==> config.mk <==
export PLATFORM = sky130hd
export DESIGN_NAME = sdwrap_top
export DESIGN_NICKNAME = d
export VERILOG_FILES = /design/src/rtl/sdwrap_pkg.sv /design/src/rtl/sdwrap_ctrl.sv /design/src/rtl/sdwrap_datapath.sv /design/src/rtl/sdwrap_top.sv
export SDC_FILE = /design/constraint.sdc
export NUM_CORES = 2
export LEC_CHECK = 0
export BUFFER_PORTS_ARGS = -buffer_cell sky130_fd_sc_hd__buf_2
export CAP_MARGIN = 5
export CORE_MARGIN = 2
export CORE_UTILIZATION = 40
export DETAILED_ROUTE_END_ITERATION = 16
export GPL_TIMING_DRIVEN = 0
export PLACE_DENSITY = 0.53
export SYNTH_ARGS = -nofsm -noshare
export SYNTH_HDL_FRONTEND = slang
export SYNTH_SLANG_ARGS = --single-unit
export TNS_END_PERCENT = 100
==> constraint.sdc <==
create_clock -name clk -period 3.4 [get_ports clk]
set_input_delay 0.51 -clock clk [delete_from_list [all_inputs] [get_ports clk]]
set_output_delay 0.51 -clock clk [all_outputs]
set_load 0.01 [all_outputs]
==> src/rtl/sdwrap_pkg.sv <==
package sdwrap_pkg;
  localparam int DATA_W     = 32;
  localparam int ADDR_W     = 12;
  localparam int PAGE_W     = 8;
  localparam int WORD_BITS  = PAGE_W - 2;
  localparam int NUM_WORDS  = 1 << WORD_BITS;
  localparam int REGION_W   = ADDR_W - PAGE_W;
  localparam int STATUS_IDX = NUM_WORDS - 1;
  localparam int INFO_IDX   = 0;
  localparam int DEB_IDX    = 1;
  localparam int ALIAS_BASE   = 4;
  localparam int ALIAS_STRIDE = 4;
  localparam int MAXC_PHASE   = 2;

  typedef struct packed {
    logic                 wrapWr;
    logic                 wrapRd;
    logic [WORD_BITS-1:0] wordIdx;
  } wrapCtl_t;
endpackage

==> src/rtl/sdwrap_ctrl.sv <==
module sdwrap_ctrl
  import sdwrap_pkg::*;
#(
  parameter int NUM_SLOTS = 2
) (
  input  logic                 clk,
  input  logic                 rstN,
  input  logic                 busReq,
  input  logic                 busWrite,
  input  logic [ADDR_W-1:0]    busAddr,
  output wrapCtl_t             ctl,
  output logic [NUM_SLOTS-1:0] slotSel,
  output logic [PAGE_W-1:0]    slotAddr,
  output logic [NUM_SLOTS-1:0] rspSlotHit,
  output logic                 rspValid,
  output logic                 errEvent
);
  logic [REGION_W-1:0]  region;
  logic                 isWrap;
  logic [NUM_SLOTS-1:0] slotHit;
  logic                 isErr;

  assign region = busAddr[ADDR_W-1:PAGE_W];
  assign isWrap = (region == '0);

  for (genvar s = 0; s < NUM_SLOTS; s++) begin : g_hit
    assign slotHit[s] = (region == REGION_W'(s + 1));
  end

  assign isErr = !isWrap && !(|slotHit);

  always_comb begin
    ctl.wrapWr  = busReq && busWrite && isWrap;
    ctl.wrapRd  = busReq && !busWrite && isWrap;
    ctl.wordIdx = busAddr[PAGE_W-1:2];
  end

  assign slotSel  = busReq ? slotHit : '0;
  assign slotAddr = busAddr[PAGE_W-1:0];

  always_ff @(posedge clk) begin
    if (!rstN) begin
      rspValid   <= 1'b0;
      rspSlotHit <= '0;
      errEvent   <= 1'b0;
    end else begin
      rspValid   <= busReq && !busWrite;
      rspSlotHit <= (busReq && !busWrite) ? slotHit : '0;
      errEvent   <= busReq && isErr;
    end
  end
endmodule

==> src/rtl/sdwrap_datapath.sv <==
module sdwrap_datapath
  import sdwrap_pkg::*;
#(
  parameter int                NUM_SLOTS      = 2,
  parameter logic [DATA_W-1:0] CAP_RESET      = 32'h01E8_0080,
  parameter logic [DATA_W-1:0] INFO_RESET     = 32'h0003_0000,
  parameter logic [DATA_W-1:0] DEBOUNCE_RESET = 32'h0000_0005
) (
  input  logic                        clk,
  input  logic                        rstN,
  input  wrapCtl_t                    ctl,
  input  logic [DATA_W-1:0]           busWdata,
  input  logic [NUM_SLOTS-1:0]        rspSlotHit,
  input  logic [NUM_SLOTS*DATA_W-1:0] slotRdata,
  input  logic [NUM_SLOTS-1:0]        slotIrq,
  output logic [DATA_W-1:0]           busRdata,
  output logic [NUM_SLOTS*DATA_W-1:0] slotCap,
  output logic [NUM_SLOTS*DATA_W-1:0] slotMaxCurr,
  output logic                        irqOut
);
  logic [DATA_W-1:0]    wordView [NUM_WORDS];
  logic [DATA_W-1:0]    capReg   [NUM_SLOTS];
  logic [DATA_W-1:0]    maxReg   [NUM_SLOTS];
  logic [NUM_SLOTS-1:0] statusReg;
  logic [DATA_W-1:0]    statusWord;
  logic [DATA_W-1:0]    rdWrap;
  logic [DATA_W-1:0]    rdSlot;

  // Interrupt levels mirrored; bus writes never reach this register.
  always_ff @(posedge clk) begin
    if (!rstN) statusReg <= '0;
    else       statusReg <= slotIrq;
  end
  assign statusWord = {{(DATA_W-NUM_SLOTS){1'b0}}, statusReg};
  assign irqOut     = |statusReg;

  for (genvar s = 0; s < NUM_SLOTS; s++) begin : g_alias
    localparam int CAP_IDX  = ALIAS_BASE + ALIAS_STRIDE * s;
    localparam int MAXC_IDX = CAP_IDX + MAXC_PHASE;
    always_ff @(posedge clk) begin
      if (!rstN) begin
        capReg[s] <= CAP_RESET;
        maxReg[s] <= '0;
      end else if (ctl.wrapWr) begin
        if (ctl.wordIdx == WORD_BITS'(CAP_IDX))  capReg[s] <= busWdata;
        if (ctl.wordIdx == WORD_BITS'(MAXC_IDX)) maxReg[s] <= busWdata;
      end
    end
    assign slotCap[s*DATA_W +: DATA_W]     = capReg[s];
    assign slotMaxCurr[s*DATA_W +: DATA_W] = maxReg[s];
  end

  for (genvar w = 0; w < NUM_WORDS; w++) begin : g_word
    localparam int  REL      = w - ALIAS_BASE;
    localparam int  SLOT_OF  = (REL >= 0) ? REL / ALIAS_STRIDE : 0;
    localparam int  PHASE    = (REL >= 0) ? REL % ALIAS_STRIDE : 1;
    localparam bit  IN_ALIAS = (REL >= 0) && (SLOT_OF < NUM_SLOTS);
    localparam logic [DATA_W-1:0] RST_VAL =
      (w == INFO_IDX) ? INFO_RESET : (w == DEB_IDX) ? DEBOUNCE_RESET : '0;
    if (w == STATUS_IDX) begin : g_status
      assign wordView[w] = statusWord;
    end else if (IN_ALIAS && PHASE == 0) begin : g_cap
      assign wordView[w] = capReg[SLOT_OF];
    end else if (IN_ALIAS && PHASE == MAXC_PHASE) begin : g_maxc
      assign wordView[w] = maxReg[SLOT_OF];
    end else begin : g_plain
      logic [DATA_W-1:0] store;
      always_ff @(posedge clk) begin
        if (!rstN) store <= RST_VAL;
        else if (ctl.wrapWr && ctl.wordIdx == WORD_BITS'(w)) store <= busWdata;
      end
      assign wordView[w] = store;
    end
  end

  always_ff @(posedge clk) begin
    if (!rstN)           rdWrap <= '0;
    else if (ctl.wrapRd) rdWrap <= wordView[ctl.wordIdx];
    else                 rdWrap <= '0;
  end

  always_comb begin
    rdSlot = '0;
    for (int s = 0; s < NUM_SLOTS; s++) begin
      if (rspSlotHit[s]) rdSlot = rdSlot | slotRdata[s*DATA_W +: DATA_W];
    end
  end

  assign busRdata = (|rspSlotHit) ? rdSlot : rdWrap;
endmodule

==> src/rtl/sdwrap_top.sv <==
module sdwrap_top
  import sdwrap_pkg::*;
#(
  parameter int NUM_SLOTS = 2
) (
  input  logic                        clk,
  input  logic                        rstN,
  input  logic                        busReq,
  input  logic                        busWrite,
  input  logic [ADDR_W-1:0]           busAddr,
  input  logic [DATA_W-1:0]           busWdata,
  output logic                        busRvalid,
  output logic [DATA_W-1:0]           busRdata,
  output logic                        errEvent,
  output logic [NUM_SLOTS-1:0]        slotSel,
  output logic                        slotWrite,
  output logic [PAGE_W-1:0]           slotAddr,
  output logic [DATA_W-1:0]           slotWdata,
  input  logic [NUM_SLOTS*DATA_W-1:0] slotRdata,
  input  logic [NUM_SLOTS-1:0]        slotIrq,
  output logic                        irqOut,
  output logic [NUM_SLOTS*DATA_W-1:0] slotCap,
  output logic [NUM_SLOTS*DATA_W-1:0] slotMaxCurr
);
  wrapCtl_t             ctl;
  logic [NUM_SLOTS-1:0] rspSlotHit;

  assign slotWrite = busWrite;
  assign slotWdata = busWdata;

  sdwrap_ctrl #(.NUM_SLOTS(NUM_SLOTS)) u_ctrl (
    .clk(clk), .rstN(rstN), .busReq(busReq), .busWrite(busWrite),
    .busAddr(busAddr), .ctl(ctl), .slotSel(slotSel), .slotAddr(slotAddr),
    .rspSlotHit(rspSlotHit), .rspValid(busRvalid), .errEvent(errEvent)
  );

  sdwrap_datapath #(.NUM_SLOTS(NUM_SLOTS)) u_dp (
    .clk(clk), .rstN(rstN), .ctl(ctl), .busWdata(busWdata),
    .rspSlotHit(rspSlotHit), .slotRdata(slotRdata), .slotIrq(slotIrq),
    .busRdata(busRdata), .slotCap(slotCap), .slotMaxCurr(slotMaxCurr),
    .irqOut(irqOut)
  );
endmodule

Word level (Yosys, flattened, before mapping) --
Memories as Yosys holds them, arrays and structs flattened. Cells that the tools add are included.
Operators by class: add/sub/neg operators 0, $mul 0, div/mod/pow operators 0, order comparisons 1, equality and inequality tests 64, shift operators 0, multiplexer cells 28, bitwise operators 6, reduce and logical (&&, ||, !) cells 75
Operators with widths (count):
- 32-bit 2-to-1 mux | 9
- 32-bit binary-select mux with 6-bit select | 1
- 6-bit == test (second input constant) | 31
- 6-bit by 5-bit == test with 1-bit output (second input constant) | 16
- 1-bit logical AND | 65
- 6-bit by 4-bit == test with 1-bit output (second input constant) | 8
- 32-bit OR | 1
- 6-bit by 3-bit == test with 1-bit output (second input constant) | 4
- 1-bit 2-to-1 mux | 17
- 6-bit by 2-bit == test with 1-bit output (second input constant) | 2
- 7-bit greater-or-equal comparator (second input constant) | 1
- 6-bit NOT with 7-bit output | 1
- 6-bit by 1-bit == test with 1-bit output (second input constant) | 1
- 6-bit logical NOT | 1
- 2-bit OR reduction | 3
- 4-bit by 1-bit == test with 1-bit output (second input constant) | 1
- 4-bit by 2-bit == test with 1-bit output (second input constant) | 1
- 4-bit logical NOT | 1
- 1-bit OR | 4
- 2-bit AND reduction | 2
- 1-bit logical NOT | 3
- 2-bit 2-to-1 mux | 1
Storage, ports and cells: flip-flop bits (word level) 1926, latch bits 0, bits in writable memories 128, memory bits (read-only) 0, bits of input ports 114, output and inout port bits 206, word-level logic and storage cells 240, memories 2
Memory list:
- u_dp.capReg | words 2, bits a word 32, rd ports 2, clocked after memory_dff 0, write ports 2, line sdwrap_datapath.sv:22 | logic [DATA_W-1:0] capReg [NUM_SLOTS];
- u_dp.maxReg | words 2, bits a word 32, rd ports 2, clocked after memory_dff 0, write ports 2, line sdwrap_datapath.sv:23 | logic [DATA_W-1:0] maxReg [NUM_SLOTS];

Longest topological paths before layout --
depth in word-level cells 6, mapped depth 10, depth with buffers taken out 5

Cells and area by module --
A second synthesis with hierarchy kept.
Second synthesis, totals: cells, all modules 10261, area total of the unflattened synthesis 87908.1 µm²
Modules (own cells, without submodules):
- sdwrap_datapath | instances 1, cells each 10198, area each 87382.6 µm², seq. area each 42320.6 µm²
- sdwrap_ctrl | instances 1, cells each 30, area each 277.8 µm², seq. area each 80.1 µm²
- sdwrap_top | instances 1, cells each 33, area each 247.7 µm², seq. area each 0.0 µm²

Worst setup path before layout --
Ideal clock, no wire load.
path type input to register, start point input busAddr[9], end point memory u_dp.maxReg[1][0], enable pin, setup time 0.389 ns, arrival 2.401 ns, data required time 3.011 ns, path slack 0.610 ns, stages on the path 6, path buffers 2, cell sequence or3_1 -> buf_6 -> buf_12 -> nor4_4 -> nand2_1 -> nand2_1
RTL lines:
- from (decl) | line sdwrap_top.sv:10 | input logic [ADDR_W-1:0] busAddr,
- to (decl) | line sdwrap_datapath.sv:23

Worst setup path after layout --
start point input busAddr[3], end point register u_dp.rdWrap[6]
On the way: word-level cells in the longest chain between the ends 4
RTL lines:
- 6-bit NOT with 7-bit output (not written as such) | line sdwrap_datapath.sv:78 | else if (ctl.wrapRd) rdWrap <= wordView[ctl.wordIdx];
- 32-bit binary-select mux with 6-bit select | line sdwrap_datapath.sv:78
- 32-bit 2-to-1 mux (not written as such) (2 in a row) | line sdwrap_datapath.sv:78
- to (signal assigned) | line sdwrap_datapath.sv:78
- to (decl) | line sdwrap_datapath.sv:26 | logic [DATA_W-1:0] rdWrap;
Every way passes these cells. The select of a mux whose other input is x is not followed. A chain may end at the register's enable or synchronous reset.

==> results_dict.tcl <==
set metrics [dict create \
    status "finished with violations" \
    violations "setup timing" \
    place_inst 14000 \
    start_kind "input pin" \
    final-setup-viol-count 160 \
    synth_compound_area_share_pct 18.6 \
    synth_adder_area_share_pct 0 \
    detail_route.iter0.violations 14700 \
    tightest_slew_ns 1.47 \
    clkLatencyLatePin_ns 0.94 \
    port_buffers 282 \
    ys_types 65 \
    end_kind "register" \
    max_stage_delay_ns 0.64 \
    cts_buffer_depth 3 \
    design_area_um2 110000 \
    layout.nets 11200 \
    vias 91800 \
    crit_type "input pin to register" \
    synth.avg_cell_area_um2 9.01 \
    pwr_density_cell_nw_per_um2 509 \
    rsz0062_at_grt "yes" \
    detailed_place_hpwl_um 465000 \
    finalCriticalPeriod_ns 3.79 \
    grt_max_degree 30 \
    grt_first_pass_wirelength_um 795000 \
    num_io_pins 320 \
    timing.slew.headroom_pct 1.77 \
    arrival_ns 4.56 \
    clock_tree.root_cell "clkbuf_16" \
    path_cells "buf_2 > buf_6 > buf_6 > buf_6 > buf_6 > mux2i_1 > a21oi_1 > nand3_1 > nand4_1 > a22o_1" \
    crit_path_max_fanout 11 \
    die-width_um 490 \
    fmax_mhz 264 \
    setup_slack_ns -0.389 \
    cts_buffers 227 \
    critical_path_required_ns 4.18 \
    start_util_pct 40.2 \
    max-vdd-ir-drop_uv 512 \
    dieArea_um2 241000 \
    clk_pin_slew_ns 0.06 \
    overflow 0 \
    ys.flop_type "dfxtp_1" \
    final_core_util_pct 46.7 \
    maxSlewViolCount 0 \
    slowest_stage "nand4_1" \
    hold_viol 0 \
    cts_tree "done" \
    critPathMostFrequentCell "buf_6" \
    grt_util_all_layers_pct 49.9 \
    fp.dieH_um 490 \
    synthSimpleGateAreaFrac_pct 18.3 \
    totalWireLength_um 620000 \
    synth_edf_count 128 \
    clock-sinks 2054 \
    drc 0 \
    drive_above_1_share_pct 17.1 \
    rows 178 \
    grt_pass1_vias 81500 \
    cts_max_level 4 \
    synth_top_family_by_area "compound AO/OA/AOI/OAI gates" \
    ys.warnings.count 0 \
    core_um2 235000 \
    p_leak_nw 37.4 \
    synthMuxAreaShare_pct 11.9 \
    synth-xor-area-share_pct 0 \
    synthArstFlopShare_pct 0 \
    area_growth_pct 15.9 \
    wire_per_inst_um 42.7 \
    drv_cap 0 \
    setup_tns_ns -25.24 \
    syn-instance-count 10500 \
    drtPass1Iterations 8 \
    dpl_cell_area_um2 101000 \
    finalCritPeriodShare_pct 111 \
    pre_cts_ws_ns -2.40 \
    via_per_inst 6.32 \
    drtAntennaViolNets 0 \
    layout.cells.non_filler 14500 \
    gp_congestion 1.13 \
    ys_ff_latch 2054 \
    skew_ns 0.0662 \
    syn-num-nets 10600 \
    antenna_found_initial 137 \
    ys_seq_area_share_pct 44.8 \
    syn-cell-area_um2 94600 \
    min_path_type "input pin to register" \
]
==> cell families after synthesis <==
kind of cell | after synthesis
AO/OA/AOI/OAI | 2314
buffers and inverters | 1147
flip-flops | 2054
multiplexers | 661
AND/OR/NAND/NOR | 4331
==> cells in the mapped netlist (18+ instances only) <==
library cell / number / area [µm²]
a21boi_1: 698 / 5240
nand2_1: 3954 / 14800
a21oi_1: 41 / 205
inv_1: 18 / 67.6
o22ai_1: 39 / 244
mux4_2: 370 / 8330
mux2i_1: 271 / 2710
buf_6: 57 / 642
a21boi_0: 1096 / 8230
buf_4: 173 / 1300
dfxtp_1: 1926 / 38600
a21boi_2: 90 / 1010
and2_0: 37 / 231
nor2_1: 20 / 75.1
a22oi_1: 142 / 1070
a22o_1: 33 / 289
edfxtp_1: 128 / 3840
mux2_2: 20 / 225
clkbuf_1: 526 / 1970
and2_1: 142 / 888
buf_2: 343 / 1720
nand3_1: 66 / 330
o221ai_1: 36 / 315
a211oi_1: 28 / 210
o21ai_0: 41 / 205
and3_1: 24 / 150
o32ai_1: 18 / 158
a2111oi_0: 20 / 175
==> flip-flops by register name (all words and copies together) (netlist names) <==
signal                     flops
u_dp.capReg                   64
u_dp.maxReg                   64
u_dp.g_word.g_plain.store   1888
u_ctrl.rspValid                1
u_dp.rdWrap                   32
u_ctrl.errEvent                1
u_dp.statusReg                 2
u_ctrl.rspSlotHit              2
==> path summary, 6_finish.rpt <==
kind | slack [ns] | start | cells after the start | end
setup / recovery | -0.39 | busAddr[3] | 10 | u_dp.rdWrap[6]
hold / removal | 0.02 | busWrite | 2 | u_ctrl.rspValid
setup reg to reg | 0.68 | u_dp.g_word[19].g_plain.store[26] | 5 | u_dp.rdWrap[26]
hold reg to reg | 0.45 | u_dp.g_word[48].g_plain.store[12] | 2 | u_dp.g_word[48].g_plain.store[12]
==> power by group <==
part / leakage, nW / switching (mW) / internal, mW
logic: 16.9 / 4.12 / 1.20
clock network: 3.79 / 11.6 / 14.5
registers: 16.7 / 0.158 / 24.4
==> timing repair <==
item	in CTS	in global routing
endpoints found under the hold margin	9	0
endpoints found under the setup margin	215	25
hold buffers	11	0
resized for setup	172	31
buffers inserted	6	0
pin swaps	4	5
==> metrics by stage <==
stage	hold slack (ns)	power [mW]
2_1_floorplan	0.428	26.8
3_3_place_gp	0.434	29.8
3_5_place_dp	0.440	29.9
4_1_cts	0.00243	55.3
5_1_grt	0.0222	56.3
6_report	0.0191	55.9
==> routing by layer <==
layer	track usage, %	wire length [µm]
met5	0	248
met4	44.3	65700
met3	18.7	83300
met2	67.8	245000
met1	61.1	225000
==> layout make-up <==
class                           instances  area [µm²]
Fill cell                           22800      125000
Multi-Input combinational cell       7306       46700
Buffer                               1125        6230
Timing Repair Buffer                  346        2430
Tap cell                             3150        3940
Clock buffer                          337        6760
Inverter                               19        71.3
Clock inverter                         83         930
Antenna cell                          110         275
Sequential cell                      2054       42400
==> worst max-delay path, delay by kind of cell <==
family	cells	cell delay (ns)
muxes	1	0.27
and+or+nand+nor	2	1.07
buffers and inverters	5	2.09
AOI/OAI and AO/OA	2	0.53
==> cells in the final DEF, fill, tap and decap left out, types with 18 or more instances in the layout <==
cell type and instances:
buf_12 23, buf_2 581, o22ai_1 36, a22oi_1 140, nand2_1 3946, inv_1 18
buf_6 82, a21boi_0 1096, a22o_1 31, o21ai_0 28, o221ai_1 36, clkinv_2 44
clkbuf_1 509, mux2i_1 263, and3_1 24, mux2_2 20, clkbuf_16 232, dfxtp_1 1924
a21boi_2 90, clkbuf_8 57, a21oi_1 41, nand3_1 65, diode_2 110, buf_4 203
a21boi_1 698, and2_1 142, mux4_2 370, edfxtp_1 128, and2_0 36, clkbuf_2 67
Note: power is estimated with default switching activity, not from simulation.
